`src/rtl/pfd_pkg.sv`:
```
package pfd_pkg;

  typedef enum logic [1:0] {
    MODE_OFF       = 2'b00,
    MODE_LO        = 2'b01,
    MODE_HI        = 2'b10,
    MODE_HI_NOAMP  = 2'b11
  } pump_mode_e;

  typedef enum logic [1:0] {
    LVL_OFF = 2'b00,
    LVL_LO  = 2'b01,
    LVL_HI  = 2'b10
  } pump_lvl_e;

  typedef struct packed {
    logic      pump_on;
    pump_lvl_e lvl;
    logic      amp_on;
  } pump_ctl_t;

endpackage

```
`src/rtl/pfd_edge_det.sv`:
```
module pfd_edge_det #(
  parameter int STAGES = 2
) (
  input  logic clk,
  input  logic rst,
  input  logic din,
  output logic rise_o
);

  logic [STAGES-1:0] sync_q;
  logic              last_q;

  generate
    if (STAGES == 1) begin : g_single
      always_ff @(posedge clk) begin
        if (rst) sync_q <= '0;
        else     sync_q <= din;
      end
    end else begin : g_chain
      always_ff @(posedge clk) begin
        if (rst) sync_q <= '0;
        else     sync_q <= {sync_q[STAGES-2:0], din};
      end
    end
  endgenerate

  always_ff @(posedge clk) begin
    if (rst) last_q <= 1'b0;
    else     last_q <= sync_q[STAGES-1];
  end

  assign rise_o = sync_q[STAGES-1] & ~last_q;

endmodule

```
`src/rtl/pfd_core.sv`:
```
module pfd_core (
  input  logic clk,
  input  logic rst,
  input  logic ref_rise,
  input  logic fb_rise,
  output logic up_nxt,
  output logic dn_nxt
);

  logic up_st, dn_st;
  logic up_raw, dn_raw, clr;

  // A request latches on its own edge; once both would be set, the
  // pair is dropped in the same cycle so they never overlap.
  always_comb begin
    up_raw = up_st | ref_rise;
    dn_raw = dn_st | fb_rise;
    clr    = up_raw & dn_raw;
    up_nxt = up_raw & ~clr;
    dn_nxt = dn_raw & ~clr;
  end

  always_ff @(posedge clk) begin
    if (rst) begin
      up_st <= 1'b0;
      dn_st <= 1'b0;
    end else begin
      up_st <= up_nxt;
      dn_st <= dn_nxt;
    end
  end

endmodule

```
`src/rtl/pfd_mode_dec.sv`:
```
module pfd_mode_dec
  import pfd_pkg::*;
(
  input  logic [1:0] mode_i,
  output pump_ctl_t  ctl_o
);

  always_comb begin
    unique case (pump_mode_e'(mode_i))
      MODE_OFF:      ctl_o = '{pump_on: 1'b0, lvl: LVL_OFF, amp_on: 1'b1};
      MODE_LO:       ctl_o = '{pump_on: 1'b1, lvl: LVL_LO,  amp_on: 1'b1};
      MODE_HI:       ctl_o = '{pump_on: 1'b1, lvl: LVL_HI,  amp_on: 1'b1};
      MODE_HI_NOAMP: ctl_o = '{pump_on: 1'b1, lvl: LVL_HI,  amp_on: 1'b0};
      default:       ctl_o = '{pump_on: 1'b0, lvl: LVL_OFF, amp_on: 1'b0};
    endcase
  end

endmodule

```
`src/rtl/pfd_pump_ctl.sv`:
```
module pfd_pump_ctl
  import pfd_pkg::*;
#(
  parameter int SYNC_STAGES = 2
) (
  input  logic       clk,
  input  logic       rst,
  input  logic       ref_div_i,
  input  logic       fb_div_i,
  input  logic [1:0] mode_i,
  output logic       up_o,
  output logic       dn_o,
  output logic [1:0] pump_sel_o,
  output logic       amp_en_o
);

  localparam int NUM_CH = 2;

  logic [NUM_CH-1:0] raw_in;
  logic [NUM_CH-1:0] rise;
  logic              up_nxt, dn_nxt;
  pump_ctl_t         ctl;
  pump_lvl_e         sel_q;

  assign raw_in = {fb_div_i, ref_div_i};

  for (genvar ch = 0; ch < NUM_CH; ch++) begin : g_edge
    pfd_edge_det #(.STAGES(SYNC_STAGES)) u_edge (
      .clk    (clk),
      .rst    (rst),
      .din    (raw_in[ch]),
      .rise_o (rise[ch])
    );
  end

  pfd_core u_core (
    .clk      (clk),
    .rst      (rst),
    .ref_rise (rise[0]),
    .fb_rise  (rise[1]),
    .up_nxt   (up_nxt),
    .dn_nxt   (dn_nxt)
  );

  pfd_mode_dec u_dec (
    .mode_i (mode_i),
    .ctl_o  (ctl)
  );

  always_ff @(posedge clk) begin
    if (rst) begin
      up_o     <= 1'b0;
      dn_o     <= 1'b0;
      sel_q    <= LVL_OFF;
      amp_en_o <= 1'b0;
    end else begin
      up_o     <= up_nxt & ctl.pump_on;
      dn_o     <= dn_nxt & ctl.pump_on;
      amp_en_o <= ctl.amp_on;
      if (!up_o && !dn_o) sel_q <= ctl.lvl;
    end
  end

  assign pump_sel_o = sel_q;

endmodule

```
`config.mk`:
```
export PLATFORM = sky130hd
export DESIGN_NAME = pfd_pump_ctl
export DESIGN_NICKNAME = d
export VERILOG_FILES = /design/src/rtl/pfd_pkg.sv /design/src/rtl/pfd_edge_det.sv /design/src/rtl/pfd_core.sv /design/src/rtl/pfd_mode_dec.sv /design/src/rtl/pfd_pump_ctl.sv
export SDC_FILE = /design/constraint.sdc
export NUM_CORES = 1
export LEC_CHECK = 0
export BUFFER_PORTS_ARGS = -buffer_cell sky130_fd_sc_hd__buf_2
export CELL_PAD_IN_SITES_DETAIL_PLACEMENT = 1
export CELL_PAD_IN_SITES_GLOBAL_PLACEMENT = 1
export CORE_MARGIN = 2
export CORE_UTILIZATION = 29
export DETAILED_ROUTE_END_ITERATION = 16
export PLACE_DENSITY_LB_ADDON = 0.1
export SYNTH_ARGS = -nofsm -noshare
export SYNTH_HDL_FRONTEND = slang
export SYNTH_SLANG_ARGS = --single-unit
```
`constraint.sdc`:
```
create_clock -name clk -period 1.35 [get_ports clk]
set_clock_uncertainty 0.1 [all_clocks]
set_input_delay 0.135 -clock clk [delete_from_list [all_inputs] [get_ports clk]]
set_output_delay 0.135 -clock clk [all_outputs]
set_load 0.02 [all_outputs]
```
==> qor.yml <==
status: "completed"
fin_setup_tns_ns: 0
place_area_um2: 485
wire_per_inst_um: 12.2
num_vias: 335
synth_nets: 44
worst_setup_hold_path_clk_slew_ns: 0.08
drcViolationCount: 0
grt_pass1_wl_mm: 1.30
worstHoldStart: "rst"
hold_viol: 0
path_cells: "dlygate4sd3_1 -> buf_2 -> or4b_1 -> a21oi_1"
grt_max_degree: 13
worstSkewPairLatency_ns: 0.26
core_area_um2: 1330
die_h_um: 42.1
crit_arrival_ns: 1.37
r2r-end: "pump_sel_o[0]"
cts.sinks: 13
hold_class: "in2reg"
multi_input_area_um2: 149
cts_resized: 0
rrSetupSlack_ns: 0.19
layout.cells.non_filler: 70
gp_congestion: 0.653
fillers: 165
power_density_nw_per_um2: 1270
n_antenna_cell: 0
timing.final.crit_period_ns: 1.27
crit_family: "buffers and inverters"
synthToLayoutAreaGrowth_pct: 31.3
drv_slew: 0
cts_max_level: 1
max_stage_delay_ns: 0.52
io_pins: 11
worstPathRequired_ns: 1.45
worstSetupPathType: "in2reg"
holdWs_ns: 0.0766
leakage_nw: 0.227
ant_nets: 0
grt_use_total_pct: 10.1
reg2regPathDepth: 2
post-place-cells: 62
cts_hold_buffers: 4
cts_made_buffers: 3
worstSetupStartpointType: "primary input"
cap_violations: 0
worst_pin_slew_ns: 0.423
antenna_found_initial: 0
ys_seq_area_share_pct: 61.9
crit_path_max_fanout: 3
drt_iter0_drc: 1
gr-total-overflow: 0
die_w_um: 42.1
yosys.cell_types.count: 11
syn_avg_cell_area_um2: 11.1
max_freq_mhz: 789
row_count: 13
rsz0062_at_grt: "false"
cts_tree: "yes"
yosysWarnings: 0
drt_pass1_iterations: 2
final_util_pct: 41.4
worstSetupEndpointType: "flip-flop"
post-cts-setup-buffers: 0
drive_gt1_share_pct: 23.6
cp_slowest_cell: "dlygate4sd3_1"
regArea_um2: 260
setup_viol: 0
maxSlewHeadroom_pct: 71.0
holdPathStages: 2
fin_area_um2: 552
clockRootBuffer: "clkbuf_4"
min_period_over_period_pct: 93.9
dpl.hpwl_um: 623
initial_core_util_pct: 31.5
wl_um: 856
synth_cells: 38
ys_seq_elements: 13
portBuffers: 10
viasPerCell: 4.79
ir_drop_mv: 0.553
worst-path-buf-inv: 2
netlist_area_um2: 420
fin_nets: 62
holdPathEnd: "pump_sel_o[0]"
clk_path_buf_depth: 2
reg2reg_from: "dn_o"
dieArea_um2: 1770
grt_pass1_vias: 343
sequential cells by signal, summed over array words and instances (netlist names):
| name | cells |
|---|---|
| u_core.up_st | 1 |
| g_edge.u_edge.last_q | 2 |
| dn_o | 1 |
| g_edge.u_edge.sync_q | 4 |
| up_o | 1 |
| pump_sel_o | 2 |
| amp_en_o | 1 |
| u_core.dn_st | 1 |
per-layer routing:
layer	GRT usage (%)	up-vias	share of wire, %
met3	4.31	2	6.9
met5	0	-	0
met1	9.16	156	42
li1	-	166	-
met2	18.8	11	50
met4	5.63	0	0.93
area by class of cell:
cell class	instances	share of cell area [%]
flip-flops and latches	13	47.2
multi-input cells	22	27.0
repair buffers	14	16.3
clock buffers	4	4.76
well taps	15	3.40
inverters	2	1.36
power by group:
part           internal [W]  switching, W  leakage, nW
Clock              0.000114      0.000114       0.0150
Sequential         0.000401    0.00000934        0.107
Combinational     0.0000315     0.0000317        0.105
Total              0.000547      0.000155        0.227
metrics by stage:
| step | setup slack, ns | total power [W] |
|---|---|---|
| after detailed placement | 0.125 | 0.000474 |
| after floorplan | 0.175 | 0.000451 |
| final | 0.0823 | 0.000702 |
| after global placement | 0.181 | 0.000471 |
| after CTS | 0.0552 | 0.000711 |
| after global routing | 0.0423 | 0.000733 |
worst reg2reg max path: cells and delay by family, from the launching register on:
kind / cells / cell delay, ns
flops: 1 / 0.34
simple gates: 1 / 0.52
compound gates: 1 / 0.15
cells by family after synthesis:
family	count (synthesis)	share of synthesized area, %
flops	13	61.9
simple gates	12	19.3
compound gates	10	16.1
buf+inv	3	2.68
cell usage after synthesis:
cell type,count,area (µm²)
or4b_1,1,10.0
inv_1,2,7.51
or3b_1,1,8.76
o21bai_1,1,7.51
a2111oi_0,4,35.0
nand2b_1,2,12.5
nor2b_1,8,50.1
o21ai_0,2,10.0
clkbuf_1,1,3.75
dfxtp_1,13,260
a21oi_1,3,15.0
layout by cell type (no fill, tap or decap), drive strengths merged:
| cell type | count |
|---|---|
| dfxtp | 13 |
| buf | 10 |
| nor2b | 8 |
| a2111oi | 4 |
| dlygate4sd3 | 4 |
| clkbuf | 4 |
| a21oi | 3 |
| inv | 2 |
| nand2b | 2 |
| o21ai | 2 |
| o21bai | 1 |
| or3b | 1 |
| or4b | 1 |
worst max-delay path by stage:
| stage | from | endpoint | depth (start not counted) |
|---|---|---|---|
| 4_1_cts | mode_i[0] | dn_o | 4 |
| 6_report | mode_i[0] | pump_sel_o[0] | 4 |
| 2_1_floorplan | dn_o | pump_sel_o[0] | 2 |
| 3_5_place_dp | rst | dn_o | 3 |
| 5_1_grt | mode_i[0] | pump_sel_o[0] | 4 |
| 3_3_place_gp | rst | dn_o | 3 |
No activity file was read; power rests on OpenSTA's default activity.
